**src/rtl/dmem_dec_pkg.sv**
```systemverilog
package dmem_dec_pkg;

    typedef enum logic [2:0] {
        RGN_CORE   = 3'd0,
        RGN_PERIPH = 3'd1,
        RGN_GPR    = 3'd2,
        RGN_COMMON = 3'd3,
        RGN_UNIMPL = 3'd4,
        RGN_PROG   = 3'd5
    } region_e;

    typedef enum logic {
        ACC_IDLE    = 1'b0,
        ACC_PM_WAIT = 1'b1
    } acc_state_e;

    // last in-bank offset of each lower region; offsets above GPR_LAST are common
    localparam logic [6:0] CORE_LAST   = 7'h0B;
    localparam logic [6:0] PERIPH_LAST = 7'h1F;
    localparam logic [6:0] GPR_LAST    = 7'h6F;

endpackage

```
**src/rtl/dmem_src_sel.sv**
```systemverilog
module dmem_src_sel #(
    parameter int BANK_W = 5,
    parameter int OFS_W  = 7,
    parameter int PTR_W  = 16
) (
    input  logic              req_ind,
    input  logic [OFS_W-1:0]  req_offset,
    input  logic [BANK_W-1:0] bsr,
    input  logic [PTR_W-1:0]  ptr,
    output logic [BANK_W-1:0] bank,
    output logic [OFS_W-1:0]  ofs,
    output logic              pm_hit,
    output logic              wide_hit
);
    localparam int ADDR_W = BANK_W + OFS_W;

    always_comb begin
        if (req_ind) begin
            bank     = ptr[ADDR_W-1:OFS_W];
            ofs      = ptr[OFS_W-1:0];
            pm_hit   = ptr[PTR_W-1];
            wide_hit = !ptr[PTR_W-1] && (|ptr[PTR_W-2:ADDR_W]);
        end else begin
            bank     = bsr;
            ofs      = req_offset;
            pm_hit   = 1'b0;
            wide_hit = 1'b0;
        end
    end
endmodule

```
**src/rtl/dmem_region_cls.sv**
```systemverilog
module dmem_region_cls
    import dmem_dec_pkg::*;
#(
    parameter int BANK_W = 5,
    parameter int OFS_W  = 7,
    parameter logic [(1<<BANK_W)-1:0] GPR_BANK_MASK = '1
) (
    input  logic [BANK_W-1:0]        bank,
    input  logic [OFS_W-1:0]         ofs,
    input  logic                     pm_hit,
    input  logic                     wide_hit,
    output region_e                  region,
    output logic [BANK_W+OFS_W-1:0]  canon_addr
);
    localparam int NBANK = 1 << BANK_W;

    logic [NBANK-1:0] gpr_bank_hit;
    logic             gpr_ok;

    for (genvar b = 0; b < NBANK; b++) begin : g_gpr
        assign gpr_bank_hit[b] = GPR_BANK_MASK[b] && (bank == BANK_W'(b));
    end
    assign gpr_ok = |gpr_bank_hit;

    always_comb begin
        if (pm_hit)
            region = RGN_PROG;
        else if (wide_hit)
            region = RGN_UNIMPL;
        else if (ofs <= CORE_LAST)
            region = RGN_CORE;
        else if (ofs <= PERIPH_LAST)
            region = RGN_PERIPH;
        else if (ofs <= GPR_LAST)
            region = gpr_ok ? RGN_GPR : RGN_UNIMPL;
        else
            region = RGN_COMMON;
    end

    always_comb begin
        if (region == RGN_CORE || region == RGN_COMMON)
            canon_addr = {{BANK_W{1'b0}}, ofs};
        else
            canon_addr = {bank, ofs};
    end
endmodule

```
**src/rtl/dmem_pm_fsm.sv**
```systemverilog
module dmem_pm_fsm
    import dmem_dec_pkg::*;
(
    input  logic clk,
    input  logic rst_n,
    input  logic pm_rd_req,
    output logic stall
);
    acc_state_e state_q, state_d;

    always_ff @(posedge clk or negedge rst_n) begin
        if (!rst_n) state_q <= ACC_IDLE;
        else        state_q <= state_d;
    end

    always_comb begin
        state_d = state_q;
        stall   = 1'b0;
        unique case (state_q)
            ACC_IDLE: begin
                if (pm_rd_req) begin
                    stall   = 1'b1;
                    state_d = ACC_PM_WAIT;
                end
            end
            ACC_PM_WAIT: begin
                state_d = ACC_IDLE;
            end
        endcase
    end
endmodule

```
**src/rtl/dmem_addr_dec.sv**
```systemverilog
module dmem_addr_dec
    import dmem_dec_pkg::*;
#(
    parameter int BANK_W = 5,
    parameter int OFS_W  = 7,
    parameter int PTR_W  = 16,
    parameter int DATA_W = 8,
    parameter logic [(1<<BANK_W)-1:0] GPR_BANK_MASK = 32'h0000_000F
) (
    input  logic                      clk,
    input  logic                      rst_n,
    input  logic                      req_valid,
    input  logic                      req_ind,
    input  logic                      req_wr,
    input  logic [OFS_W-1:0]          req_offset,
    input  logic [BANK_W-1:0]         bsr,
    input  logic [PTR_W-1:0]          ptr,
    input  logic [DATA_W-1:0]         rf_rdata,
    input  logic [DATA_W-1:0]         pm_word_lo,
    output logic [BANK_W+OFS_W-1:0]   data_addr,
    output logic [2:0]                region,
    output logic                      pm_sel,
    output logic [PTR_W-2:0]          pm_addr,
    output logic                      stall,
    output logic                      rsp_valid,
    output logic                      rf_we,
    output logic [DATA_W-1:0]         rd_data
);
    logic [BANK_W-1:0] bank;
    logic [OFS_W-1:0]  ofs;
    logic              pm_hit, wide_hit;
    region_e           rgn;

    dmem_src_sel #(.BANK_W(BANK_W), .OFS_W(OFS_W), .PTR_W(PTR_W)) u_src (
        .req_ind(req_ind), .req_offset(req_offset), .bsr(bsr), .ptr(ptr),
        .bank(bank), .ofs(ofs), .pm_hit(pm_hit), .wide_hit(wide_hit)
    );

    dmem_region_cls #(.BANK_W(BANK_W), .OFS_W(OFS_W),
                      .GPR_BANK_MASK(GPR_BANK_MASK)) u_cls (
        .bank(bank), .ofs(ofs), .pm_hit(pm_hit), .wide_hit(wide_hit),
        .region(rgn), .canon_addr(data_addr)
    );

    dmem_pm_fsm u_fsm (
        .clk(clk), .rst_n(rst_n),
        .pm_rd_req(req_valid && pm_hit && !req_wr),
        .stall(stall)
    );

    assign region    = rgn;
    assign pm_sel    = pm_hit;
    assign pm_addr   = ptr[PTR_W-2:0];
    assign rsp_valid = req_valid && !stall;
    assign rf_we     = req_valid && req_wr && !pm_hit && (rgn != RGN_UNIMPL);

    always_comb begin
        if (pm_hit)                rd_data = pm_word_lo;
        else if (rgn == RGN_UNIMPL) rd_data = '0;
        else                        rd_data = rf_rdata;
    end
endmodule

```
**config.mk**
```make
export PLATFORM = sky130hd
export DESIGN_NAME = dmem_addr_dec
export DESIGN_NICKNAME = d
export VERILOG_FILES = /design/src/rtl/dmem_dec_pkg.sv /design/src/rtl/dmem_src_sel.sv /design/src/rtl/dmem_region_cls.sv /design/src/rtl/dmem_pm_fsm.sv /design/src/rtl/dmem_addr_dec.sv
export SDC_FILE = /design/constraint.sdc
export NUM_CORES = 1
export LEC_CHECK = 0
export ABC_AREA = 1
export BUFFER_PORTS_ARGS = -buffer_cell sky130_fd_sc_hd__clkbuf_2
export CORE_ASPECT_RATIO = 1.4
export CORE_UTILIZATION = 33
export CTS_CLUSTER_DIAMETER = 100
export DETAILED_ROUTE_END_ITERATION = 10
export PLACE_DENSITY = 0.86
export SLEW_MARGIN = 30
export SYNTH_ARGS = -nofsm -noshare
export SYNTH_HDL_FRONTEND = slang
export SYNTH_HIERARCHICAL = 1
export SYNTH_SLANG_ARGS = --single-unit
```
**constraint.sdc**
```tcl
create_clock -name clk -period 2.1 [get_ports clk]
set_clock_uncertainty 0.15 [all_clocks]
set_input_delay 0.21 -clock clk [delete_from_list [all_inputs] [get_ports clk]]
set_output_delay 0.21 -clock clk [all_outputs]
set_load 0.005 [all_outputs]
```
==> flow_metrics.env, run 1 <==
export IMPL_globalplace_congestion=0.690
export IMPL_io_pins=91
export IMPL_fin_util=0.509
export IMPL_fmax_mhz=513
export IMPL_seq_area_frac_synth=0.0324
export IMPL_antenna_found_initial=0
export IMPL_clkLatencyLatePin_ns=0
export IMPL_drt_iter0_drc=8
export IMPL_grt_max_degree=21
export IMPL_port_buffers=90
export IMPL_vias_per_cell=4.35
export IMPL_min_period_over_period=0.928
export IMPL_min_period_ns=1.95
export IMPL_syn_nets=201
export IMPL_startpoint_type="input port"
export IMPL_critPathCapture="rd_data[5]"
export IMPL_startpoint="req_ind"
export IMPL_drt_total_wl_um=2090
export IMPL_synth_cell_types=17
export IMPL_diodes=0
export IMPL_rows=20
export IMPL_hold_path_class="register to register"
export IMPL_max_stage_delay_ns=0.24
export IMPL_slowest_stage="a31o_2"
export IMPL_r2r_slack_ns=1.38
export IMPL_ant_nets=0
export IMPL_synth_edf_count=0
export IMPL_final_max_slew_viol_count=0
export IMPL_grt_remaining_overflow=0
export IMPL_dpl_hpwl_um=1800
export IMPL_finalWorstSetupSlack_ns=0.152
export IMPL_syn_cell_area_um2=773
export IMPL_drv_cap=0
export IMPL_leakage_nw=0.824
export IMPL_worst_ir_drop_vdd_v=0.0000870
export IMPL_setup_viol=0
export IMPL_async_flop_share=1.00
export IMPL_avgSynthCellArea_um2=5.09
export IMPL_ys_warn_count=6
export IMPL_setup_tns_ns=0
export IMPL_yosysTopAreaCell="nand2_1"
export IMPL_synthMostInstantiatedCell="nand2_1"
export IMPL_post_cts_setup_buffer_count=0
export IMPL_relSlewSlack=0.840
export IMPL_die_w_um=42.9
export IMPL_grt_total_usage=0.145
export IMPL_powerDensity_nw_per_um2=247
export IMPL_synthMuxAreaShare=0
export IMPL_status="completed"
export IMPL_synth_commonest_cells="nand2_1 (45), inv_1 (34), buf_4 (22), nor2_1 (19), o21ai_0 (12)"
export IMPL_crit_fanout=14
export IMPL_synthFlopType="dfrtp_1"
export IMPL_required_ns=1.74
export IMPL_fill_cells=261
export IMPL_drive_gt1_frac=0.493
export IMPL_cp_common_cell="nand2_1"
export IMPL_final_hold_violation_count=0
export IMPL_coreArea_um2=2200
export IMPL_grt_pass1_wl_um=3020
export IMPL_r2r_end="u_fsm/state_q$_DFF_PN0_"
export IMPL_first_pass_iters=4
export IMPL_ff2ff_path_depth=1
export IMPL_synth_compound_area_share=0.107
export IMPL_synthAdderAreaFrac=0
export IMPL_critical_path_class="input port to primary output"
export IMPL_grt_pass1_vias=809
export IMPL_die_h_um=59.3
export IMPL_end_kind="primary output"
export IMPL_nets=274
export IMPL_synth_top_family_by_area="buffers and inverters"
export IMPL_pre_cts_slack_ns=0.0868
export IMPL_syn_inst=152
export IMPL_wl_per_cell_um=8.52
export IMPL_die_area_um2=2540
export IMPL_worstPathArrival_ns=1.59
export IMPL_start_util=0.351
export IMPL_largest_reg_flops=1
export IMPL_worst_pin_slew_ns=0.238
export IMPL_synth_top_cell_area_share=0.218
export IMPL_top_register="u_fsm/state_q"
export IMPL_syn2layout_area_growth_pct=44.8
export IMPL_reg2reg_from="u_fsm/state_q$_DFF_PN0_"
export IMPL_synth_area_leaders="nand2_1 (22%), buf_4 (21%), inv_1 (17%), nor2_1 (9.2%), o21ai_0 (7.8%)"
export IMPL_num_vias=1066
export IMPL_synthSimpleGateAreaFrac=0.414
export IMPL_cts_clk_slew_worst_paths_ns=0
export IMPL_drcViolationCount=0
export IMPL_reg_top3="u_fsm/state_q (1)"
export IMPL_synth_xor_area_frac=0
export IMPL_grt_setup_unrepaired="false"
export IMPL_path_cells="clkbuf_4, o21ai_0, buf_4, nor2_4, inv_2, nand2_1, a31o_2, nor2_2, nand2_1, nand2_1, nand2_1, clkbuf_2"
export IMPL_ys_ff_latch=1
how the worst min path moves through the flow:
stage,from,to,slack [ns],cells after the start
2_1_floorplan,rst_n,u_fsm/state_q$_DFF_PN0_,-0.24,0
3_3_place_gp,rst_n,u_fsm/state_q$_DFF_PN0_,-0.17,1
3_5_place_dp,rst_n,u_fsm/state_q$_DFF_PN0_,-0.16,1
4_1_cts,u_fsm/state_q$_DFF_PN0_,u_fsm/state_q$_DFF_PN0_,0.28,1
5_1_grt,u_fsm/state_q$_DFF_PN0_,u_fsm/state_q$_DFF_PN0_,0.28,1
6_report,u_fsm/state_q$_DFF_PN0_,u_fsm/state_q$_DFF_PN0_,0.27,1
worst max-delay path, delay by kind of cell:
kind            cells  cell delay (ns)
compound gates      2             0.42
buf+inv             4             0.51
simple gates        6             0.45
metal layers:
layer  share of wire  routed length (µm)  track usage  vias up
met5               0                   0            0        -
met4               0                   0            0        0
met3            0.11                 240       0.0152        0
met2            0.56                1160        0.329       67
met1            0.33                 684        0.138      431
li1                -                   -            -      568
area by class of cell:
cell class	count	area, µm²	share of cell area
repair buffers	96	517	0.461
multi-input cells	91	419	0.374
inverters	35	131	0.117
well taps	22	27.5	0.0246
flip-flops and latches	1	25.0	0.0223
per-stage QoR:
stage          cell area (µm²)  hold slack, ns  cells  total power, W
2_1_floorplan              773          -0.236    152        0.000175
3_3_place_gp              1090          -0.166    243        0.000264
3_5_place_dp              1090          -0.164    243        0.000267
4_1_cts                   1100           0.277    244        0.000269
5_1_grt                   1120           0.285    245        0.000308
6_report                  1120           0.273    245        0.000277
cells in the final DEF (no fill, tap or decap):
master and instances:
nor2_1 18, nor2_2 4, clkbuf_2 89, nand3_2 3
a31o_2 1, a21oi_2 1, buf_4 3, nand2_2 3
o21ai_0 12, buf_12 1, clkbuf_4 1, dfrtp_1 1
nand2_1 46, inv_1 34, a21oi_1 1, nor2_4 2
inv_2 1, dlygate4sd3_1 1, buf_6 1
report_power, final:
part           internal (W)  switching [W]  total (W)
logic              0.000125       0.000131   0.000256
registers         0.0000201    0.000000246  0.0000204
clock network             0              0          0
timing repair:
item | 4_1_cts | 5_1_grt
endpoints found under the hold margin | 1 | 0
hold buffers | 1 | 0
endpoints found under the setup margin | 0 | 9
resized for setup | 0 | 6
cell families (layout without fill, tap and decap cells):
family | after synthesis | count (layout)
AND/OR/NAND/NOR | 75 | 76
AO/OA/AOI/OAI | 15 | 15
flip-flops | 1 | 1
buffers and inverters | 61 | 131
Note: power is estimated with default switching activity, not from simulation.
==> run 2: changes to the inputs <==
Settings changed: ABC_AREA 1 to default, CORE_UTILIZATION 33 to 32.
==> run 2 against run 1 <==
  * The run now ends with setup timing left
  * Register-to-register slack is essentially flat
  * Setup slack lost 0.24 ns
  * Sequential power is essentially flat
  * Highest routed layer unchanged
  * Global-route usage grew 3.8 points
  * Largest cell class unchanged
  * Utilization grew 9.6 points
  * Synthesized cell count shrank 43%
==> flow_metrics.env, run 2 <==
export IMPL_worst_pin_slew_ns=0.342
export IMPL_synthAdderAreaFrac=0
export IMPL_drt_total_wl_um=2260
export IMPL_io_pins=91
export IMPL_grt_total_usage=0.182
export IMPL_switching_share=0.399
export IMPL_min_period_over_period=1.04
export IMPL_final_cell_mix="clkbuf_2 (87), buf_4 (17), nor2_1 (9)"
export IMPL_fill_cells=201
export IMPL_avgSynthCellArea_um2=8.33
export IMPL_path_cells="clkbuf_16, buf_12, mux2_4, and3_4, o221a_4, nor4b_4, buf_4, nor2_1, clkbuf_2"
export IMPL_leakage_nw=0.751
export IMPL_powerDensity_nw_per_um2=268
export IMPL_antenna_found_initial=0
export IMPL_dpl_hpwl_um=1940
export IMPL_syn_cell_area_um2=724
export IMPL_drcViolationCount=0
export IMPL_whs_ns=0.298
export IMPL_seq_area_frac_synth=0.0345
export IMPL_seq_power_share=0.059
export IMPL_synth_area_leaders="buf_4 (23%), mux2_4 (17%), mux2i_1 (11%), mux2_2 (6.2%), nor2_1 (6.2%)"
export IMPL_yosysTopAreaCell="buf_4"
export IMPL_synth_top_cell_area_share=0.228
export IMPL_syn2layout_area_growth_pct=79.6
export IMPL_ys_warn_count=6
export IMPL_synthSimpleGateAreaFrac=0.214
export IMPL_first_pass_iters=4
export IMPL_num_vias=930
export IMPL_p_total_w=0.000348
export IMPL_synthFlopType="dfrtp_1"
export IMPL_start_util=0.337
export IMPL_setup_viol=9
export IMPL_async_flop_share=1.00
export IMPL_grt_remaining_overflow=0
export IMPL_synth_commonest_cells="buf_4 (22), nor2_1 (12), mux2_4 (8), mux2i_1 (8), inv_1 (6)"
export IMPL_synth_cell_types=26
export IMPL_required_ns=1.74
export IMPL_max_stage_delay_ns=0.33
export IMPL_critical_path_class="input port to primary output"
export IMPL_cts_clk_slew_worst_paths_ns=0
export IMPL_ant_nets=0
export IMPL_drt_iter0_drc=3
export IMPL_grt_pass1_vias=899
export IMPL_coreArea_um2=2150
export IMPL_final_max_slew_viol_count=0
export IMPL_grt_pass1_wl_um=3640
export IMPL_drive_gt1_frac=0.785
export IMPL_globalplace_congestion=0.747
export IMPL_synthMuxAreaShare=0.339
export IMPL_die_area_um2=2460
export IMPL_layout_commonest_cell="clkbuf_2"
export IMPL_synth_compound_area_share=0.116
export IMPL_die_w_um=42.2
export IMPL_vias_per_cell=4.79
export IMPL_top_register="u_fsm/state_q"
export IMPL_end_kind="primary output"
export IMPL_min_period_ns=2.19
export IMPL_drv_cap=0
export IMPL_nets=223
export IMPL_combPwrFrac=0.941
export IMPL_worst_ir_drop_vdd_v=0.000112
export IMPL_cp_top_family="buffers and inverters"
export IMPL_finalWorstSetupSlack_ns=-0.0894
export IMPL_synth_top_family_by_area="multiplexers"
export IMPL_crit_fanout=6
export IMPL_ys_ff_latch=1
export IMPL_status="finished with violations"
export IMPL_synth_xor_area_frac=0
export IMPL_worstPathArrival_ns=1.83
export IMPL_reg_top3="u_fsm/state_q (1)"
export IMPL_rows=20
export IMPL_syn_inst=87
export IMPL_largest_reg_flops=1
export IMPL_wl_per_cell_um=11.7
export IMPL_grt_setup_unrepaired="true"
export IMPL_fmax_mhz=457
export IMPL_startpoint_type="input port"
export IMPL_violations="setup timing"
export IMPL_clkLatencyLatePin_ns=0
export IMPL_synthMostInstantiatedCell="buf_4"
export IMPL_netSwitchingPower_w=0.000139
export IMPL_relSlewSlack=0.770
export IMPL_critical_path_buf_inv_count=4
export IMPL_diodes=0
export IMPL_slowest_stage="mux2_4"
export IMPL_clockPowerShare=0
export IMPL_port_buffers=90
export IMPL_final_hold_violation_count=0
export IMPL_setup_tns_ns=-0.680
export IMPL_die_h_um=58.3
export IMPL_syn_nets=136
export IMPL_grt_max_degree=12
export IMPL_cell_internal_pwr_w=0.000209
export IMPL_hold_path_class="register to register"
export IMPL_synth_edf_count=0
[run 2: cell types whose count changed after synthesis, sizes merged, moves of 2 or more]
cell / before / now
mux2i: 0 / 8
nor2b: 0 / 2
inv: 35 / 6
nand2: 48 / 2
o21ai: 12 / 0
nor2: 24 / 12
nor3: 0 / 2
mux2: 0 / 12
nand3: 3 / 1
a221oi: 0 / 5
[run 2: what timing repair did]
item / 4_1_cts / 5_1_grt
endpoints found under the setup margin: 9 / 9
resized for setup: 14 / 3
hold buffers: 1 / 0
gates cloned: 1 / 0
setup buffers: 2 / 0
pin swaps: 6 / 1
hold endpoints to repair: 1 / 0
[run 2: path summary, 6_finish.rpt]
check	from	endpoint	slack [ns]	depth (start not counted)
max in group asynchronous	rst_n	u_fsm/state_q$_DFF_PN0_	1.34	2
worst min register to register	u_fsm/state_q$_DFF_PN0_	u_fsm/state_q$_DFF_PN0_	0.30	1
min in group asynchronous	rst_n	u_fsm/state_q$_DFF_PN0_	0.37	2
worst min-delay path	u_fsm/state_q$_DFF_PN0_	u_fsm/state_q$_DFF_PN0_	0.30	1
worst max register to register	u_fsm/state_q$_DFF_PN0_	u_fsm/state_q$_DFF_PN0_	1.38	1
worst max-delay path	req_ind	rd_data[2]	-0.09	9
[run 2: logic make-up (layout without fill, tap and decap cells)]
kind of cell | count (synthesis) | after routing
buffers and inverters | 31 | 116
DFF | 1 | 1
muxes | 20 | 20
and+or+nand+nor | 25 | 25
AOI/OAI and AO/OA | 10 | 10
[run 2: final cells by class]
type | instances | area, µm² | area share
well taps | 22 | 27.5 | 0.0212
multi-input cells | 55 | 571 | 0.438
flip-flops and latches | 1 | 25.0 | 0.0192
inverters | 6 | 22.5 | 0.0173
repair buffers | 110 | 656 | 0.504
[run 2: power by group through the flow]
| stage | Combinational [W] | Clock [W] | Sequential (W) |
|---|---|---|---|
| 6_report | 0.000328 | 0 | 0.0000205 |
| 2_1_floorplan | 0.000170 | 0 | 0.0000205 |
| 3_5_place_dp | 0.000295 | 0 | 0.0000205 |
| 5_1_grt | 0.000357 | 0 | 0.0000205 |
| 4_1_cts | 0.000330 | 0 | 0.0000205 |
| 3_3_place_gp | 0.000290 | 0 | 0.0000205 |
[run 2: routing by layer]
metal	vias up	part of all wire	track usage
li1	463	-	-
met3	0	0.11	0.0368
met2	60	0.59	0.424
met1	407	0.30	0.157
met5	-	0	0
met4	0	0	0
[run 2: per-stage QoR]
step | area [µm²] | setup slack, ns | util | cells
4_1_cts | 1300 | -0.0932 | 0.603 | 194
6_report | 1300 | -0.0894 | 0.605 | 194
3_5_place_dp | 1180 | -0.242 | 0.547 | 191
2_1_floorplan | 757 | 0.0132 | - | 87
3_3_place_gp | 1180 | -0.186 | 0.547 | 191
5_1_grt | 1300 | -0.151 | 0.605 | 194
